### src/rtl/ocmp_pkg.sv
package ocmp_pkg;

    localparam logic [1:0] ADDR_CTRL = 2'd0;
    localparam logic [1:0] ADDR_CMPA = 2'd1;
    localparam logic [1:0] ADDR_CMPB = 2'd2;
    localparam logic [1:0] ADDR_CNT  = 2'd3;

    localparam int CTRL_BITS = 7;
    localparam int F_FRC_A   = 7;
    localparam int F_FRC_B   = 8;

    // stored control bits, run is bit 0
    typedef struct packed {
        logic lvl_b;
        logic lvl_a;
        logic en_b;
        logic en_a;
        logic onep;
        logic pwm;
        logic run;
    } ctrl_t;

endpackage

### src/rtl/ocmp_match.sv
module ocmp_match #(
    parameter int W = 16
) (
    input  logic [W-1:0] cnt,
    input  logic [W-1:0] cmp,
    input  logic         step,
    output logic         hit
);
    always_comb begin
        hit = step && (cnt == cmp);
    end
endmodule

### src/rtl/ocmp_pin_next.sv
module ocmp_pin_next (
    input  logic shaped,
    input  logic en_a,
    input  logic en_b,
    input  logic lvl_a,
    input  logic lvl_b,
    input  logic hit_a,
    input  logic hit_b,
    input  logic frc_a,
    input  logic frc_b,
    input  logic frc_lvl_a,
    input  logic frc_lvl_b,
    input  logic pin_a_q,
    input  logic pin_b_q,
    output logic pin_a_d,
    output logic pin_b_d
);
    always_comb begin
        pin_a_d = pin_a_q;
        if (shaped) begin
            if (hit_a) pin_a_d = lvl_a;
            if (hit_b) pin_a_d = lvl_b;
        end else if (hit_a && en_a) begin
            pin_a_d = lvl_a;
        end
        if (frc_a) pin_a_d = frc_lvl_a;

        pin_b_d = pin_b_q;
        if (hit_b && en_b) pin_b_d = lvl_b;
        if (frc_b) pin_b_d = frc_lvl_b;
    end
endmodule

### src/rtl/ocmp_timer.sv
module ocmp_timer #(
    parameter int         W      = 16,
    parameter logic [W-1:0] RELOAD = 16'hFFFC
) (
    input  logic         clk,
    input  logic         rst_n,
    input  logic         tick,
    input  logic         wr_en,
    input  logic [1:0]   addr,
    input  logic [W-1:0] wdata,
    output logic [W-1:0] rdata,
    output logic         pin_a,
    output logic         pin_b
);
    import ocmp_pkg::*;

    localparam int NCH = 2;

    typedef struct packed {
        logic [W-1:0] cnt;
        logic [W-1:0] cmp_a;
        logic [W-1:0] cmp_b;
        ctrl_t        ctrl;
        logic         pin_a;
        logic         pin_b;
    } state_t;

    localparam state_t RST_STATE = '{cnt: RELOAD, cmp_a: '0, cmp_b: '0,
                                     ctrl: '0, pin_a: 1'b0, pin_b: 1'b0};

    state_t s_q, s_d;

    logic                    step;
    logic [NCH-1:0]          hit;
    logic [NCH-1:0][W-1:0]   cmp_arr;
    logic                    wr_ctrl;
    logic                    pin_a_nx, pin_b_nx;

    // plain views for the bound checker
    logic [W-1:0] cnt_now, cmpb_now;
    logic         run_now, pwm_now, op_now;

    assign step       = s_q.ctrl.run && tick;
    assign cmp_arr[0] = s_q.cmp_a;
    assign cmp_arr[1] = s_q.cmp_b;
    assign wr_ctrl    = wr_en && (addr == ADDR_CTRL);

    assign cnt_now  = s_q.cnt;
    assign cmpb_now = s_q.cmp_b;
    assign run_now  = s_q.ctrl.run;
    assign pwm_now  = s_q.ctrl.pwm;
    assign op_now   = s_q.ctrl.onep;

    for (genvar ch = 0; ch < NCH; ch++) begin : g_cmp
        ocmp_match #(.W(W)) u_match (
            .cnt  (s_q.cnt),
            .cmp  (cmp_arr[ch]),
            .step (step),
            .hit  (hit[ch])
        );
    end

    ocmp_pin_next u_pins (
        .shaped    (s_q.ctrl.pwm || s_q.ctrl.onep),
        .en_a      (s_q.ctrl.en_a),
        .en_b      (s_q.ctrl.en_b),
        .lvl_a     (s_q.ctrl.lvl_a),
        .lvl_b     (s_q.ctrl.lvl_b),
        .hit_a     (hit[0]),
        .hit_b     (hit[1]),
        .frc_a     (wr_ctrl && wdata[F_FRC_A]),
        .frc_b     (wr_ctrl && wdata[F_FRC_B]),
        .frc_lvl_a (wdata[5]),
        .frc_lvl_b (wdata[6]),
        .pin_a_q   (s_q.pin_a),
        .pin_b_q   (s_q.pin_b),
        .pin_a_d   (pin_a_nx),
        .pin_b_d   (pin_b_nx)
    );

    always_comb begin
        s_d = s_q;
        if (step) begin
            if (s_q.ctrl.pwm && hit[1]) begin
                s_d.cnt = RELOAD;
            end else if (s_q.ctrl.onep && hit[1]) begin
                s_d.ctrl.run = 1'b0;
            end else begin
                s_d.cnt = s_q.cnt + W'(1);
            end
        end
        if (wr_en) begin
            case (addr)
                ADDR_CTRL: s_d.ctrl  = ctrl_t'(wdata[CTRL_BITS-1:0]);
                ADDR_CMPA: s_d.cmp_a = wdata;
                ADDR_CMPB: s_d.cmp_b = wdata;
                default:   ;
            endcase
        end
        s_d.pin_a = pin_a_nx;
        s_d.pin_b = pin_b_nx;
    end

    always_ff @(posedge clk or negedge rst_n) begin
        if (!rst_n) s_q <= RST_STATE;
        else        s_q <= s_d;
    end

    always_comb begin
        case (addr)
            ADDR_CTRL: rdata = W'(s_q.ctrl);
            ADDR_CMPA: rdata = s_q.cmp_a;
            ADDR_CMPB: rdata = s_q.cmp_b;
            default:   rdata = s_q.cnt;
        endcase
    end

    assign pin_a = s_q.pin_a;
    assign pin_b = s_q.pin_b;

endmodule

### config.mk
export PLATFORM = sky130hd
export DESIGN_NAME = ocmp_timer
export DESIGN_NICKNAME = d
export VERILOG_FILES = /design/src/rtl/ocmp_pkg.sv /design/src/rtl/ocmp_match.sv /design/src/rtl/ocmp_pin_next.sv /design/src/rtl/ocmp_timer.sv
export SDC_FILE = /design/constraint.sdc
export NUM_CORES = 1
export LEC_CHECK = 0
export ABC_AREA = 1
export BUFFER_PORTS_ARGS = -buffer_cell sky130_fd_sc_hd__buf_2
export CORE_ASPECT_RATIO = 1.5
export CORE_MARGIN = 4
export CORE_UTILIZATION = 50
export DETAILED_ROUTE_END_ITERATION = 6
export GPL_TIMING_DRIVEN = 0
export HOLD_SLACK_MARGIN = 0.02
export PLACE_DENSITY = 0.74
export SYNTH_ARGS = -nofsm -noshare
export SYNTH_HDL_FRONTEND = slang
export SYNTH_SLANG_ARGS = --single-unit
### constraint.sdc
create_clock -name clk -period 2.1 [get_ports clk]
set_input_delay 0 -clock clk [delete_from_list [all_inputs] [get_ports clk]]
set_output_delay 0 -clock clk [all_outputs]
set_load 0.05 [all_outputs]
==> impl_results.md, run 1 <==
* Maximum fanout encountered on the critical timing path at 7
* Register bit count reported by yosys at 57
* Slew at the pin closest to its max-slew limit at 0.755 ns
* IO buf count at 39
* Clock tree root driver cell: sky130_fd_sc_hd__clkbuf_16
* Routed len/inst at 16.0 um
* Diode count at 0
* Initial core utilization at 0.512
* TritonCTS buffer count at 9
* Final setup violating endpoints at 0
* Cell type with the highest aggregate area in the netlist: sky130_fd_sc_hd__dfrtp_1
* DP Area at 4190 um2
* Initial antenna violation count at 0
* Worst slew margin relative to its limit at 0.492
* Die extent in x at 79.8 um
* Antenna Nets Post-Route at 0
* Share of final-layout standard cells stronger than drive strength 1 at 0.215
* Sequential fraction of the synthesis area at 0.373
* Pin count of the biggest net entering global routing at 58
* Req. time, crit path at 2.37 ns
* Largest cells by area after synthesis: sky130_fd_sc_hd__dfrtp_1, sky130_fd_sc_hd__nand2_1, sky130_fd_sc_hd__dfstp_2
* Combined area of all synthesized cells at 3870 um2
* Gate count of the mapped netlist at 568
* Clock tree from TritonCTS: built
* Static leakage power at 2.40 nW
* Crit path DAT at 2.32 ns
* Vias at 4047
* Post-synth EDFFs at 0
* Max H-tree Level at 3
* Mean post-synth cell area at 6.81 um2
* Net count after synthesis at 591
* Number of endpoints with negative hold slack in the final report at 0
* Synth cell types at 33
* Synth-to-Final Area Change at 21.8%
* Global-route congestion overflow total at 0
* Most frequent cells in the layout: sky130_fd_sc_hd__nand2_1, sky130_fd_sc_hd__inv_1, sky130_fd_sc_hd__o21ai_0
* Die extent in y at 116 um
* Share of the clock period used by the worst path at 0.977
* Placed wire-length estimate after detailed placement at 8.90 mm
* Critical path start-end classification: flop to flop
* Via density per instance at 5.44
* Highest ir drop seen on vdd at 678 uV
* Final count of pins violating max slew at 0
* Yosys top cell area share at 0.278
* Max capacitance violation total at 0
* Global Route Usage Sum at 0.279
* FFs w/ async S/R, synth at 1.00
* YS warnings at 0
* Overall routed net length at 11.9 mm
* CP endpoint kind: flop
* Wire length of the first global-routing pass at 19.5 mm
* Die ar. at 9240 um2
* Most common flop cell mapped by yosys: sky130_fd_sc_hd__dfrtp_1
* Flop2flop setup slack at 0.05 ns
* PwrDens at 1260 nW/um2
* Most common cell after layout, fill and taps aside: sky130_fd_sc_hd__nand2_1
* Vias in the first global route at 3969
* Setup tns final at 0 ns
* Worst-Skew Late Latency at 0.34 ns
* # IOs at 40
* Finished Cell Area at 4710 um2
* Clock-pin slew on the worst setup and hold paths at 0.05 ns
* Worst setup SP type: flop
* DR DRC count at 0
* Clock tree skew after final layout at 0.00605 ns
* Std-Cell Core Area at 7560 um2
* Routability cong. at 1.01
* Unrepaired setup endpoints after global routing: false
* Clock period minus final worst setup slack at 2.05 ns
* Standard-cell rows at 39
* Type of the worst min-delay path: primary input to flop
* First-pass iteration count of the detailed router at 5
* Fin nets at 661
* Clock Tree Buf Depth at 2
* Outcome: finished clean
* Initial DRC count at 232
* Top achievable clock speed at 0.488 GHz
* Clk sink count at 57
[registers in the layout, indices dropped and copies added (netlist names)]
register  count
cmp_arr      16
cmpb_now     16
cnt_now      16
s_q           4
op_now        1
pin_a         1
pin_b         1
pwm_now       1
run_now       1
[critical path: stages, from the launching register on]
cell	delay, ns
sky130_fd_sc_hd__dfstp_2	0.62
sky130_fd_sc_hd__inv_1	0.17
sky130_fd_sc_hd__nor4_1	0.70
sky130_fd_sc_hd__nand3_1	0.15
sky130_fd_sc_hd__nand2_1	0.10
sky130_fd_sc_hd__nand2_1	0.05
sky130_fd_sc_hd__inv_1	0.05
sky130_fd_sc_hd__nand2_1	0.05
sky130_fd_sc_hd__nand2_2	0.05
sky130_fd_sc_hd__o21ai_2	0.05
[per-layer routing]
metal | vias to the layer above | wire [um] | GRT usage
met4 | 0 | 658 | 0.185
met1 | 1894 | 4620 | 0.321
met3 | 49 | 585 | 0.0397
met2 | 168 | 6080 | 0.479
met5 | - | 0 | 0
li1 | 1936 | - | -
[synthesized netlist by cell type (7+ instances only)]
cell type	number
sky130_fd_sc_hd__nand2_1	190
sky130_fd_sc_hd__xor2_1	12
sky130_fd_sc_hd__dfrtp_1	43
sky130_fd_sc_hd__a21oi_1	11
sky130_fd_sc_hd__o21ai_0	50
sky130_fd_sc_hd__nand3_1	21
sky130_fd_sc_hd__clkbuf_1	9
sky130_fd_sc_hd__o221ai_1	9
sky130_fd_sc_hd__o21ai_2	16
sky130_fd_sc_hd__nand2_2	17
sky130_fd_sc_hd__inv_1	72
sky130_fd_sc_hd__nor2_1	38
sky130_fd_sc_hd__dfstp_2	14
sky130_fd_sc_hd__inv_2	17
sky130_fd_sc_hd__nand4_1	7
[logic make-up after synthesis]
family,after synthesis,synth area share
simple gates,292,0.321
xor+xnor,19,0.0449
compound gates,93,0.147
fa+ha+maj,1,0.00323
flops,57,0.373
buf+inv,106,0.110
[worst paths after layout]
| kind | startpoint | end | cells past startpoint |
|---|---|---|---|
| max in group asynchronous | rst_n | run_now$_DFF_PN0_ | 3 |
| max reg2reg | cnt_now[5]$_DFFE_PN1P_ | cnt_now[10]$_DFFE_PN1P_ | 9 |
| min | wr_en | cmpb_now[1]$_DFFE_PN0P_ | 4 |
| max | cnt_now[5]$_DFFE_PN1P_ | cnt_now[10]$_DFFE_PN1P_ | 9 |
| min reg2reg | cmpb_now[9]$_DFFE_PN0P_ | cmpb_now[9]$_DFFE_PN0P_ | 2 |
| min in group asynchronous | rst_n | cmpb_now[12]$_DFFE_PN0P_ | 2 |
[stage by stage]
step | util | power [mW] | cells | hold WS, ns | setup WS, ns
2_1_floorplan | - | 3.64 | 568 | -0.296 | 0.311
3_3_place_gp | 0.554 | 4.21 | 709 | 0.232 | 0.160
3_5_place_dp | 0.554 | 4.28 | 709 | 0.246 | 0.112
4_1_cts | 0.618 | 5.88 | 741 | 0.104 | 0.102
5_1_grt | 0.623 | 6.29 | 744 | 0.156 | 0.00685
6_report | 0.623 | 5.93 | 744 | 0.103 | 0.0491
[report_power, final]
group / internal (mW) / leakage, nW / total (mW) / switching [mW]
combinational: 0.829 / 1.56 / 2.51 / 1.68
sequential: 1.47 / 0.683 / 1.85 / 0.374
clock: 1.06 / 0.153 / 1.57 / 0.507
total: 3.36 / 2.40 / 5.93 / 2.56
[cell type report]
| cell class | instances | area [um2] |
|---|---|---|
| Timing Repair Buffer | 59 | 400 |
| Multi-Input combinational cell | 405 | 2000 |
| Clock inverter | 3 | 65.1 |
| Fill cell | 709 | 2850 |
| Clock buffer | 12 | 246 |
| Inverter | 91 | 342 |
| Sequential cell | 57 | 1440 |
| Tap cell | 102 | 128 |
| Buffer | 15 | 87.6 |
[timing repair]
action	CTS	global route
hold buffers	17	0
endpoints found under the hold margin	82	0
buffers inserted	0	2
endpoints found under the setup margin	0	10
resized for setup	0	1
Power figures use the tool's default switching activity.
==> inputs of run 2 (changes only) <==
--- a/config.mk
+++ b/config.mk
@@ -6,14 +6,15 @@
 export NUM_CORES = 1
 export LEC_CHECK = 0
 export ABC_AREA = 1
-export BUFFER_PORTS_ARGS = -buffer_cell sky130_fd_sc_hd__buf_2
-export CORE_ASPECT_RATIO = 1.5
+export CORE_ASPECT_RATIO = 0.75
 export CORE_MARGIN = 4
 export CORE_UTILIZATION = 50
 export DETAILED_ROUTE_END_ITERATION = 6
+export DONT_BUFFER_PORTS = 1
 export GPL_TIMING_DRIVEN = 0
 export HOLD_SLACK_MARGIN = 0.02
-export PLACE_DENSITY = 0.74
+export MAX_ROUTING_LAYER = met4
+export PLACE_DENSITY = 0.7
 export SYNTH_ARGS = -nofsm -noshare
 export SYNTH_HDL_FRONTEND = slang
 export SYNTH_SLANG_ARGS = --single-unit
==> impl_results.md, run 2 (same netlist as run 1, synthesis figures left out) <==
* Outcome: finished clean
* IO buf count at 0
* Setup tns final at 0 ns
* Final count of pins violating max slew at 0
* Die extent in y at 84.2 um
* Clock tree skew after final layout at 0.00905 ns
* Std-Cell Core Area at 7430 um2
* Clock tree root driver cell: sky130_fd_sc_hd__clkbuf_8
* Slew at the pin closest to its max-slew limit at 1.21 ns
* Share of the clock period used by the worst path at 0.945
* Type of the worst min-delay path: primary input to flop
* Synth-to-Final Area Change at 15.5%
* # IOs at 40
* Initial antenna violation count at 0
* PwrDens at 1240 nW/um2
* Unrepaired setup endpoints after global routing: false
* Die ar. at 9230 um2
* Overall power at 5.54 mW
* Routed len/inst at 17.5 um
* Static leakage power at 2.19 nW
* Via density per instance at 5.53
* Clock tree from TritonCTS: built
* Pin count of the biggest net entering global routing at 58
* TritonCTS buffer count at 9
* Global-route congestion overflow total at 0
* First-pass iteration count of the detailed router at 5
* Max H-tree Level at 3
* Fin nets at 623
* Cells traversed along the worst timing path: inv_2 > o221ai_1
* Clk sink count at 57
* CP endpoint kind: output pin
* Max capacitance violation total at 0
* Die extent in x at 110 um
* Clock Tree Buf Depth at 2
* Clock period minus final worst setup slack at 1.98 ns
* Crit path max-delay cell type: sky130_fd_sc_hd__o221ai_1
* Critical path start-end classification: flop to output pin
* Req. time, crit path at 2.10 ns
* Diode count at 0
* Highest ir drop seen on vdd at 479 uV
* Final setup violating endpoints at 0
* Worst setup SP type: flop
* Placed wire-length estimate after detailed placement at 9.27 mm
* Initial DRC count at 387
* Worst slew margin relative to its limit at 0.211
* Global Route Usage Sum at 0.290
* Most frequent cells in the layout: sky130_fd_sc_hd__nand2_1, sky130_fd_sc_hd__inv_1, sky130_fd_sc_hd__o21ai_0, sky130_fd_sc_hd__dfrtp_1, sky130_fd_sc_hd__nor2_1
* Overall routed net length at 12.3 mm
* Clock-pin slew on the worst setup and hold paths at 0.07 ns
* Initial core utilization at 0.521
* Most common cell after layout, fill and taps aside: sky130_fd_sc_hd__nand2_1
* Bufs and invs on worst path at 1
* Vias in the first global route at 3734
* Top achievable clock speed at 0.504 GHz
* Routability cong. at 0.993
* Standard-cell rows at 27
* Crit path DAT at 1.98 ns
* Maximum fanout encountered on the critical timing path at 5
* Wire length of the first global-routing pass at 19.8 mm
* Flop2flop setup slack at 0.14 ns
* Slowest stage delay, CP at 0.91 ns
* Worst-Skew Late Latency at 0.34 ns
* DR DRC count at 0
* Share of final-layout standard cells stronger than drive strength 1 at 0.171
* Antenna Nets Post-Route at 0
* Kind of cell with the highest combined delay on the critical path: compound AO/OA/AOI/OAI gates
* Number of endpoints with negative hold slack in the final report at 0
* Vias at 3896
run 2: final timing paths:
check,end,cells past startpoint,start
setup / recovery,rdata[7],2,cnt_now[7]$_DFFE_PN1P_
hold / removal,cmp_arr[1]$_DFFE_PN0P_,4,addr[1]
setup reg to reg,cnt_now[13]$_DFFE_PN1P_,13,cnt_now[2]$_DFFE_PN1P_
hold reg to reg,cmp_arr[6]$_DFFE_PN0P_,2,cmp_arr[6]$_DFFE_PN0P_
max in group asynchronous,cnt_now[14]$_DFFE_PN1P_,2,rst_n
min in group asynchronous,pin_a$_DFFE_PN0P_,2,rst_n
run 2: stage by stage:
| stage | setup WS (ns) | hold WS [ns] | utilization | instance area (um2) | instances |
|---|---|---|---|---|---|
| 2_1_floorplan | 0.311 | -0.296 | - | 3870 | 568 |
| 3_3_place_gp | 0.0877 | -0.292 | 0.538 | 4000 | 669 |
| 3_5_place_dp | 0.0749 | -0.292 | 0.538 | 4000 | 669 |
| 4_1_cts | 0.0570 | 0.0597 | 0.597 | 4440 | 704 |
| 5_1_grt | 0.0420 | 0.104 | 0.602 | 4470 | 705 |
| 6_report | 0.117 | 0.0698 | 0.602 | 4470 | 705 |
run 2: power by group:
part	internal [mW]	switching [mW]	leakage, nW
Clock	0.691	0.468	0.104
Combinational	0.770	1.65	1.41
Sequential	1.47	0.485	0.683
Total	2.94	2.60	2.19
run 2: what timing repair did:
item                       CTS  global route
pin swaps                    0             2
setup buffers                0             2
setup endpoints to repair    1            16
gates resized for setup      1             6
hold endpoints to repair    98             0
hold buffers                20             0
run 2: worst min-delay path: stages:
cell and delay (ns):
sky130_fd_sc_hd__nor2_2 0.08, sky130_fd_sc_hd__nand2_1 0.17, sky130_fd_sc_hd__nand2_1 0.06, sky130_fd_sc_hd__o21ai_0 0.06
run 2: layer usage:
layer  wire (um)  GRT usage
met1        5540      0.422
met3        1230     0.0546
met4         228     0.0906
met5           0          -
met2        5340      0.408
run 2: final cells by class:
| type | instances | area (um2) |
|---|---|---|
| fill | 724 | 2960 |
| multi-input combinational | 405 | 2030 |
| sequential | 57 | 1440 |
| inverter | 91 | 342 |
| timing repair buffer | 22 | 233 |
| clock buffer | 10 | 138 |
| tap | 101 | 126 |
| buffer | 14 | 82.6 |
| clock inverter | 5 | 80.1 |
